<file path="src/rtl/i2cs_pkg.sv">
package i2cs_pkg;
  localparam int BYTE_W = 8;

  typedef enum logic [3:0] {
    ST_IDLE, ST_ADDR, ST_ACK_ADDR, ST_SUB, ST_ACK_SUB,
    ST_WDATA, ST_ACK_W, ST_RDATA, ST_RACK
  } i2cs_state_e;

  typedef struct packed {
    logic scl_rise;
    logic scl_fall;
    logic start;
    logic stop;
  } i2cs_evt_t;
endpackage

</file>
<file path="src/rtl/i2cs_line_events.sv">
module i2cs_line_events
  import i2cs_pkg::*;
(
  input  logic      clk,
  input  logic      rst_n,
  input  logic      scl_i,
  input  logic      sda_i,
  output i2cs_evt_t evt
);
  logic scl_q, sda_q;

  always_ff @(posedge clk or negedge rst_n) begin
    if (!rst_n) begin
      scl_q <= 1'b1;
      sda_q <= 1'b1;
    end else begin
      scl_q <= scl_i;
      sda_q <= sda_i;
    end
  end

  always_comb begin
    evt.scl_rise = scl_i & ~scl_q;
    evt.scl_fall = ~scl_i & scl_q;
    evt.start    = scl_i & scl_q & sda_q & ~sda_i;
    evt.stop     = scl_i & scl_q & ~sda_q & sda_i;
  end
endmodule

</file>
<file path="src/rtl/i2cs_strap_addr.sv">
module i2cs_strap_addr #(
  parameter logic [6:0] ADDR_BASE = 7'h48,
  parameter bit         REG_STRAP = 1'b0
) (
  input  logic       clk,
  input  logic       rst_n,
  input  logic [1:0] strap_a1,
  input  logic [1:0] strap_a0,
  output logic [6:0] own_addr
);
  logic [6:0] addr_c;

  // Upper strap moves the address in steps of four, lower strap in steps of one
  assign addr_c = ADDR_BASE + {3'b000, strap_a1, 2'b00} + {5'b00000, strap_a0};

  generate
    if (REG_STRAP) begin : g_reg
      logic [6:0] addr_q;
      always_ff @(posedge clk or negedge rst_n) begin
        if (!rst_n) addr_q <= ADDR_BASE;
        else        addr_q <= addr_c;
      end
      assign own_addr = addr_q;
    end else begin : g_comb
      assign own_addr = addr_c;
    end
  endgenerate
endmodule

</file>
<file path="src/rtl/i2cs_byte_fsm.sv">
module i2cs_byte_fsm
  import i2cs_pkg::*;
#(
  parameter int PTR_W = 8
) (
  input  logic              clk,
  input  logic              rst_n,
  input  i2cs_evt_t         evt,
  input  logic              sda_i,
  input  logic [6:0]        own_addr,
  input  logic [BYTE_W-1:0] reg_rdata,
  output logic              sda_oe,
  output logic [PTR_W-1:0]  reg_addr,
  output logic              reg_wr,
  output logic [BYTE_W-1:0] reg_wdata
);
  localparam int CNT_W = $clog2(BYTE_W + 1);
  localparam logic [CNT_W-1:0] LAST_BIT = CNT_W'(BYTE_W - 1);
  localparam logic [CNT_W-1:0] ALL_BITS = CNT_W'(BYTE_W);

  i2cs_state_e       st_q, st_n;
  logic [CNT_W-1:0]  cnt_q, cnt_n;
  logic [BYTE_W-1:0] rx_q, rx_n, tx_q, tx_n, wd_q, wd_n;
  logic [PTR_W-1:0]  ptr_q, ptr_n;
  logic              oe_q, oe_n, ackon_q, ackon_n, rw_q, rw_n;
  logic              mack_q, mack_n, wr_q, wr_n;
  logic [BYTE_W-1:0] byte_in;

  assign byte_in = {rx_q[BYTE_W-2:0], sda_i};

  always_comb begin
    st_n = st_q; cnt_n = cnt_q; rx_n = rx_q; tx_n = tx_q; wd_n = wd_q;
    ptr_n = ptr_q; oe_n = oe_q; ackon_n = ackon_q; rw_n = rw_q;
    mack_n = mack_q; wr_n = 1'b0;
    if (evt.start) begin
      st_n = ST_ADDR; cnt_n = '0; oe_n = 1'b0;
    end else if (evt.stop) begin
      st_n = ST_IDLE; oe_n = 1'b0;
    end else begin
      unique case (st_q)
        ST_ADDR, ST_SUB, ST_WDATA: begin
          if (evt.scl_rise) begin
            rx_n  = byte_in;
            cnt_n = cnt_q + 1'b1;
            if (cnt_q == LAST_BIT) begin
              ackon_n = 1'b0;
              if (st_q == ST_ADDR) begin
                if (byte_in[BYTE_W-1:1] == own_addr) begin
                  rw_n = byte_in[0];
                  st_n = ST_ACK_ADDR;
                end else begin
                  st_n = ST_IDLE;
                end
              end else if (st_q == ST_SUB) begin
                ptr_n = PTR_W'(byte_in);
                st_n  = ST_ACK_SUB;
              end else begin
                wr_n = 1'b1;
                wd_n = byte_in;
                st_n = ST_ACK_W;
              end
            end
          end
        end
        ST_ACK_ADDR, ST_ACK_SUB, ST_ACK_W: begin
          if (evt.scl_fall) begin
            if (!ackon_q) begin
              ackon_n = 1'b1;
              oe_n    = 1'b1;
            end else begin
              oe_n  = 1'b0;
              cnt_n = '0;
              if (st_q == ST_ACK_ADDR && rw_q) begin
                tx_n = reg_rdata;
                oe_n = ~reg_rdata[BYTE_W-1];
                st_n = ST_RDATA;
              end else if (st_q == ST_ACK_ADDR) begin
                st_n = ST_SUB;
              end else begin
                if (st_q == ST_ACK_W) ptr_n = ptr_q + 1'b1;
                st_n = ST_WDATA;
              end
            end
          end
        end
        ST_RDATA: begin
          if (evt.scl_rise) cnt_n = cnt_q + 1'b1;
          if (evt.scl_fall) begin
            if (cnt_q == ALL_BITS) begin
              oe_n = 1'b0;
              st_n = ST_RACK;
            end else begin
              tx_n = {tx_q[BYTE_W-2:0], 1'b0};
              oe_n = ~tx_q[BYTE_W-2];
            end
          end
        end
        ST_RACK: begin
          if (evt.scl_rise) begin
            mack_n = ~sda_i;
            if (!sda_i) ptr_n = ptr_q + 1'b1;
          end
          if (evt.scl_fall) begin
            if (mack_q) begin
              tx_n  = reg_rdata;
              oe_n  = ~reg_rdata[BYTE_W-1];
              cnt_n = '0;
              st_n  = ST_RDATA;
            end else begin
              st_n = ST_IDLE;
            end
          end
        end
        default: st_n = ST_IDLE;
      endcase
    end
  end

  always_ff @(posedge clk or negedge rst_n) begin
    if (!rst_n) begin
      st_q <= ST_IDLE; cnt_q <= '0; rx_q <= '0; tx_q <= '0; wd_q <= '0;
      ptr_q <= '0; oe_q <= 1'b0; ackon_q <= 1'b0; rw_q <= 1'b0;
      mack_q <= 1'b0; wr_q <= 1'b0;
    end else begin
      st_q <= st_n; cnt_q <= cnt_n; rx_q <= rx_n; tx_q <= tx_n; wd_q <= wd_n;
      ptr_q <= ptr_n; oe_q <= oe_n; ackon_q <= ackon_n; rw_q <= rw_n;
      mack_q <= mack_n; wr_q <= wr_n;
    end
  end

  assign sda_oe    = oe_q;
  assign reg_addr  = ptr_q;
  assign reg_wr    = wr_q;
  assign reg_wdata = wd_q;
endmodule

</file>
<file path="src/rtl/i2c_strap_slave.sv">
module i2c_strap_slave
  import i2cs_pkg::*;
#(
  parameter int         PTR_W     = 8,
  parameter logic [6:0] ADDR_BASE = 7'h48,
  parameter bit         REG_STRAP = 1'b0
) (
  input  logic              clk,
  input  logic              rst_n,
  input  logic              scl_i,
  input  logic              sda_i,
  input  logic [1:0]        strap_a1,
  input  logic [1:0]        strap_a0,
  output logic              sda_oe,
  output logic [PTR_W-1:0]  reg_addr,
  output logic              reg_wr,
  output logic [BYTE_W-1:0] reg_wdata,
  input  logic [BYTE_W-1:0] reg_rdata
);
  logic [1:0] rst_pipe;
  logic       rst_sn;
  i2cs_evt_t  evt;
  logic [6:0] own_addr;

  // Asynchronous assertion, two-flop synchronous release
  always_ff @(posedge clk or negedge rst_n) begin
    if (!rst_n) rst_pipe <= 2'b00;
    else        rst_pipe <= {rst_pipe[0], 1'b1};
  end
  assign rst_sn = rst_pipe[1];

  i2cs_line_events u_evt (
    .clk(clk), .rst_n(rst_sn), .scl_i(scl_i), .sda_i(sda_i), .evt(evt)
  );

  i2cs_strap_addr #(.ADDR_BASE(ADDR_BASE), .REG_STRAP(REG_STRAP)) u_addr (
    .clk(clk), .rst_n(rst_sn), .strap_a1(strap_a1), .strap_a0(strap_a0),
    .own_addr(own_addr)
  );

  i2cs_byte_fsm #(.PTR_W(PTR_W)) u_fsm (
    .clk(clk), .rst_n(rst_sn), .evt(evt), .sda_i(sda_i), .own_addr(own_addr),
    .reg_rdata(reg_rdata), .sda_oe(sda_oe), .reg_addr(reg_addr),
    .reg_wr(reg_wr), .reg_wdata(reg_wdata)
  );
endmodule

</file>
<file path="config.mk">
export PLATFORM = sky130hd
export DESIGN_NAME = i2c_strap_slave
export DESIGN_NICKNAME = d
export VERILOG_FILES = /design/src/rtl/i2cs_pkg.sv /design/src/rtl/i2cs_line_events.sv /design/src/rtl/i2cs_strap_addr.sv /design/src/rtl/i2cs_byte_fsm.sv /design/src/rtl/i2c_strap_slave.sv
export SDC_FILE = /design/constraint.sdc
export NUM_CORES = 1
export LEC_CHECK = 0
export CORE_MARGIN = 2
export CORE_UTILIZATION = 59
export CTS_CLUSTER_DIAMETER = 30
export DETAILED_ROUTE_END_ITERATION = 16
export PLACE_DENSITY_LB_ADDON = 0.12
export SETUP_SLACK_MARGIN = 0.05
export SYNTH_ARGS = -nofsm -noshare
export SYNTH_HDL_FRONTEND = slang
export SYNTH_SLANG_ARGS = --single-unit
</file>
<file path="constraint.sdc">
create_clock -name clk -period 3.3 [get_ports clk]
set_input_delay 0.33 -clock clk [delete_from_list [all_inputs] [get_ports clk]]
set_output_delay 0.33 -clock clk [all_outputs]
set_load 0.005 [all_outputs]
</file>
# After elaboration in Yosys (flattened, before gate mapping)
# Index checks and enable logic that the tools add are counted.
dict set report classes {
  magnitude_cmp 0
  eq_ne 41
  div_mod_pow 0
  muxes 65
  n_reduce_logical 19
  bitwise_logic 17
  n_shift 0
  addsub 4
  multipliers 0
}
# op count
set ops {}
lappend ops {{2-to-1 mux 8 bit} 11}
lappend ops {{2-to-1 mux 4 bit} 18}
lappend ops {{2-to-1 mux 7 bit} 7}
lappend ops {{AND reduction 7 bit} 4}
lappend ops {{case mux 8 bit (3 select lines)} 1}
lappend ops {{case mux 7 bit (3 select lines)} 1}
lappend ops {{== test 4 x 3 -> 1 bit (second input constant)} 5}
lappend ops {{inequality test 2 bit (second input constant)} 10}
lappend ops {{2-to-1 mux 1 bit} 19}
lappend ops {{inequality test 4 x 3 -> 1 bit (second input constant)} 4}
lappend ops {{inequality test 4 bit (second input constant)} 4}
lappend ops {{case mux 4 bit (4 select lines)} 1}
lappend ops {{inequality test 2 x 1 -> 1 bit (second input constant)} 7}
lappend ops {{AND reduction 14 bit} 1}
lappend ops {{case mux 4 bit (3 select lines)} 1}
lappend ops {{NOT 1 bit} 10}
lappend ops {{AND reduction 10 bit} 1}
lappend ops {{adder 8 x 1 -> 8 bit (second input constant)} 1}
lappend ops {{== test 4 x 2 -> 1 bit (second input constant)} 2}
lappend ops {{== test 4 bit (second input constant)} 2}
lappend ops {{AND reduction 4 bit} 2}
lappend ops {{adder 7 x 2 -> 7 bit} 1}
lappend ops {{adder 7 x 4 -> 7 bit (first input constant)} 1}
lappend ops {{bitwise AND 1 bit} 7}
lappend ops {{19 further kinds} 25}
dict set report word_totals {
  reg_bits 47
  ramBits 0
  mem_bits_ro 0
  elab_cells 160
  memories 0
  inputBits 16
  out_inout_bits 18
  latch_bits 0
}

# Logic depth before layout (Yosys ltp)
dict set report logic_depth {
  word_depth 10
  ltp_mapped 8
  depth_no_buf 7
}

# Modules after synthesis
# A second synthesis with hierarchy kept.
dict set report unflattened {
  cells_unflattened 283
  hier_area_um2 2748.9
}
# mod seq_area_each_um2 n_inst area_each_um2 cells_each
set by_module_without_submodules {}
lappend by_module_without_submodules {i2cs_byte_fsm 1076.0 1 2553.7 265}
lappend by_module_without_submodules {i2cs_line_events 52.6 1 85.1 6}
lappend by_module_without_submodules {i2cs_strap_addr 0.0 1 56.3 9}
lappend by_module_without_submodules {i2c_strap_slave 50.0 1 53.8 3}

# Worst setup path before layout
# No wires, ideal clock.
dict set report synth_timing {
  kind {reg-to-reg}
  start {reg u_fsm.st_q[0]}
  end {reg u_fsm.ptr_q[1] (netlist: u_fsm.reg_addr[1])}
  setup_ns 0.081
  stages_incl_launch_ff 8
  path_buffers 2
  required_time_ns 3.219
  arrival_time_ns 2.131
  setup_slack_ns 1.088
  synth_period_minus_slack_ns 2.212
  cell_sequence {dfrtp_1 buf_6 or4b_4 o32a_1 a2111oi_4 buf_6 nor2_2 a31oi_2}
}
dict set report synth_via {
  elab_chain_len 4
  elab_cells_between_ends 24
  classes_between {eq/ne (18); mux (1); reduce/logical (5)}
}
# element line
set synth_rtl {}
lappend synth_rtl {{from (decl)} i2cs_byte_fsm.sv:21} ;# i2cs_state_e st_q, st_n;
lappend synth_rtl {{from (signal assigned)} i2cs_byte_fsm.sv:125} ;# st_q <= st_n; cnt_q <= cnt_n; rx_q <= rx_n; tx_q <= tx_n; wd_q <= wd_n;
lappend synth_rtl {{== test 4 x 3 -> 1 bit (tied with other cells)} i2cs_byte_fsm.sv:40} ;# unique case (st_q)
lappend synth_rtl {{OR reduction 3 bit or logical AND 1 bit (tied branches)} {i2cs_byte_fsm.sv:40, i2cs_byte_fsm.sv:73}}
lappend synth_rtl {{inequality test 2 x 1 -> 1 bit (no source line) (tied with other cells)} -}
lappend synth_rtl {{AND reduction 14 bit (no source line)} -}
lappend synth_rtl {{to (signal assigned)} i2cs_byte_fsm.sv:126} ;# ptr_q <= ptr_n; oe_q <= oe_n; ackon_q <= ackon_n; rw_q <= rw_n;
lappend synth_rtl {{to (decl)} i2cs_byte_fsm.sv:24} ;# logic [PTR_W-1:0] ptr_q, ptr_n;
# Several ways; a longest one is shown, not always the timed one.
# A chain may end at the register's enable or synchronous reset.

# Worst setup path after layout
dict set report layout_timing {
  start {in scl_i}
  end {reg u_fsm.ptr_q[3] (netlist: u_fsm.reg_addr[3])}
}
dict set report layout_via {
  elab_chain_len 5
  elab_cells_between_ends 14
  classes_between {eq/ne (3); bitwise (10); reduce/logical (1)}
}
# element line
set layout_rtl {}
lappend layout_rtl {{from (decl)} i2c_strap_slave.sv:10} ;# input logic scl_i,
lappend layout_rtl {{bitwise AND 1 bit} {i2cs_line_events.sv:25, i2cs_line_events.sv:26}}
lappend layout_rtl {{bitwise AND 1 bit, on equally long branches (2 in series)} {i2cs_line_events.sv:25, i2cs_line_events.sv:26}}
lappend layout_rtl {{NOT 1 bit (no source line)} -}
lappend layout_rtl {{AND reduction 14 bit (no source line) (*)} -}
# Mark *: on every way between the ends. The rest lies on a longest branch, timed or not.

==> results.txt <==
Core Region - 4320 sq um
Status - complete, no violations
# resized after CTS - 0
Count of cell types in the netlist - 56
Most used DFF post-synth - dfrtp_1
Cells after Synth - 270
RSZ-0062 raised after global routing - false
Clock Tree Buf Depth - 2
Clock Tree Root - clkbuf_8
Post-synth EDFFs - 0
Crit end category - register
Largest net degree at the start of global routing - 46
Synth warn - 0
First-pass GRT wire length - 9540 um
Vias in the first global route - 2,022
# setup viols final - 0
Antenna cells - 0
Pre-antenna DRT Iters - 5
Worst vdd ir - 0.422 mV
Max_slew headroom - 36.3%
Post-route ant nets - 0
Mean Syn Cell Area - 9.73 sq um
Clock skew - 0.0113 ns
Post-synth ARST share - 100%
GRT Util Overall - 24.0%
Sequential-to-total area share from yosys stat - 44.9%
CTS tree - yes
Pwr dens - 509 nW/um^2
Initial antenna violation count - 0
Die height - 70.7 um
Hold-fix buffers, CTS - 0
# rows - 24
Leakage - 1.30 nW
Initial Utilization - 60.8%
CP dominant cell by count - a21oi_1
GP Congestion - 0.977
Vias per inst - 6.13
H-Tree Depth - 2
Die area - 5000 sq um
Number of port buffers - 33
HP Class - input port to async pin
Post-CTS setup buffers - 0
Max Cap Violations - 0
Pwr Total - 1.58 mW
Yosys reg bits - 47
Synth-to-Final Area Change - 18.1%
Measured slew at the worst slew-check pin - 0.956 ns
Chip Width - 70.7 um
CP Class - input port to register
# clock sinks - 47
Drc violations - 0
Congestion Overflow GR - 0
Synthesized area - 2630 sq um
TNS Setup - 0 ns
Routed WL per cell - 16.0 um
Crit-path cells - clkdlybuf4s50_1, nand2b_1, o32a_1, a2111oi_4, buf_4, a21oi_1, a21oi_1
Final slew viol count - 0
Clock Latency Late Sink - 0.31 ns
Critical Path Slowest Stage Cell - clkdlybuf4s50_1
Clk slew on worst S/H paths - 0.09 ns
Number of DRC markers in iteration 0 - 242
Final Hold Violating Endpoints - 0
Worst Path Arrival - 2.68 ns
Critical-path maximum fanout - 11
Vias after detailed routing - 2,182
Max stage delay on crit path - 0.66 ns
Ports - 34
Num CTS Buffers - 5
Req. time, crit path - 3.53 ns
CP startpoint kind - input port
Nets - 322
HPWL Detailed - 4030 um
Fmax - 0.409 GHz
Tcrit/Tclk final - 74.1%
Syn_nets - 289
Final min period - 2.44 ns
Share of cells above drive strength 1 - 16.8%
WL final - 5710 um
## worst max-delay path: cells and delay by family
family	cells	cell delay, ns
buffers and inverters	2	0.94
and+or+nand+nor	1	0.25
AOI/OAI and AO/OA	4	1.15
## final cells by class
| cell class | count | area (sq um) |
|---|---|---|
| clock buffer | 6 | 82.6 |
| clock inverter | 2 | 13.8 |
| fill | 336 | 1220 |
| inverter | 9 | 33.8 |
| multi-input combinational | 200 | 1350 |
| sequential | 47 | 1180 |
| tap | 52 | 65.1 |
| timing repair buffer | 40 | 383 |
## cells in the final DEF, fill, tap and decap left out, drive strengths merged, types with 4 or more instances in the layout
cell | synthesis | routed
clkbuf | 10 | 6
nand4 | 4 | 4
a21oi | 23 | 23
o21ai | 19 | 19
o32ai | 4 | 4
nor2b | 5 | 5
nor4 | 4 | 4
nand3b | 5 | 5
buf | 4 | 7
nor2 | 12 | 12
o211ai | 4 | 4
nand3 | 6 | 6
nand2b | 6 | 6
clkdlybuf4s50 | 0 | 33
dfrtp | 45 | 45
inv | 9 | 10
mux2 | 23 | 23
nand2 | 37 | 37
## cell usage after synthesis (all sizes together) (4+ instances only)
cell / number / area [sq um]
nand2: 37 / 139
nor2: 12 / 47.6
o211ai: 4 / 30.0
clkbuf: 10 / 37.5
nor2b: 5 / 31.3
a21oi: 23 / 123
buf: 4 / 31.3
nor4: 4 / 40.0
dfrtp: 45 / 1130
nand2b: 6 / 37.5
nand3b: 5 / 37.5
inv: 9 / 33.8
o21ai: 19 / 95.1
mux2: 23 / 259
nand3: 6 / 30.0
nand4: 4 / 25.0
o32ai: 4 / 35.0
## per-stage QoR
stage	cell area, sq um	cells	setup slack (ns)	hold WS, ns	util, %
after floorplan	2630	270	1.09	0.0344	-
after global placement	3010	348	0.655	0.335	69.6
after detailed placement	3010	348	0.557	0.343	69.6
after CTS	3100	356	0.876	0.166	71.8
after global routing	3100	356	0.701	0.166	71.8
final	3100	356	0.856	0.172	71.8
## metal layers
metal | routed length [um] | global-route usage, % | up-vias
met2 | 2770 | 39.5 | 89
li1 | - | - | 1038
met1 | 2460 | 32.5 | 1038
met3 | 364 | 5.27 | 17
met5 | 0 | 0 | -
met4 | 114 | 6.71 | 0
## cells by family (layout without fill, tap and decap cells)
kind of cell	count (synthesis)	count (layout)	synth area share (%)
flops	47	47	44.9
compound gates	69	69	17.5
mux	25	25	10.6
xor+xnor	5	5	1.67
other cells	1	1	0.143
buf+inv	23	57	3.90
simple gates	97	97	19.9
fa+ha+maj	3	3	1.43
## final timing paths
check	start	endpoint	slack (ns)	cells past startpoint
setup reg to reg	u_fsm.st_q[1]	u_fsm.reg_addr[3]	0.89	6
hold reg to reg	rst_pipe[0]	rst_pipe[1]	0.37	0
max in group asynchronous	rst_pipe[1]	u_fsm.reg_addr[0]	2.27	0
hold / removal	rst_n	rst_pipe[1]	0.17	1
setup / recovery	scl_i	u_fsm.reg_addr[3]	0.86	7
min in group clk	rst_pipe[0]	rst_pipe[1]	0.37	0
## report_power, final
group          switching [mW]  internal (mW)  total [mW]
registers               0.155          0.708       0.862
logic                   0.132          0.216       0.348
clock network           0.200          0.171       0.372
total                   0.486           1.10        1.58
## registers in the layout, summed over array words and instances, names as in the netlist
| register | cells |
|---|---|
| u_fsm.reg_addr | 8 |
| u_fsm.reg_wdata | 8 |
| u_fsm.rx_q | 7 |
| u_fsm.tx_q | 7 |
| u_fsm.cnt_q | 4 |
| u_fsm.st_q | 4 |
| rst_pipe | 2 |
| u_evt.scl_q | 1 |
| u_evt.sda_q | 1 |
| u_fsm.ackon_q | 1 |
| u_fsm.mack_q | 1 |
| u_fsm.reg_wr | 1 |
| u_fsm.rw_q | 1 |
| u_fsm.sda_oe | 1 |
Power figures use the tool's default switching activity.
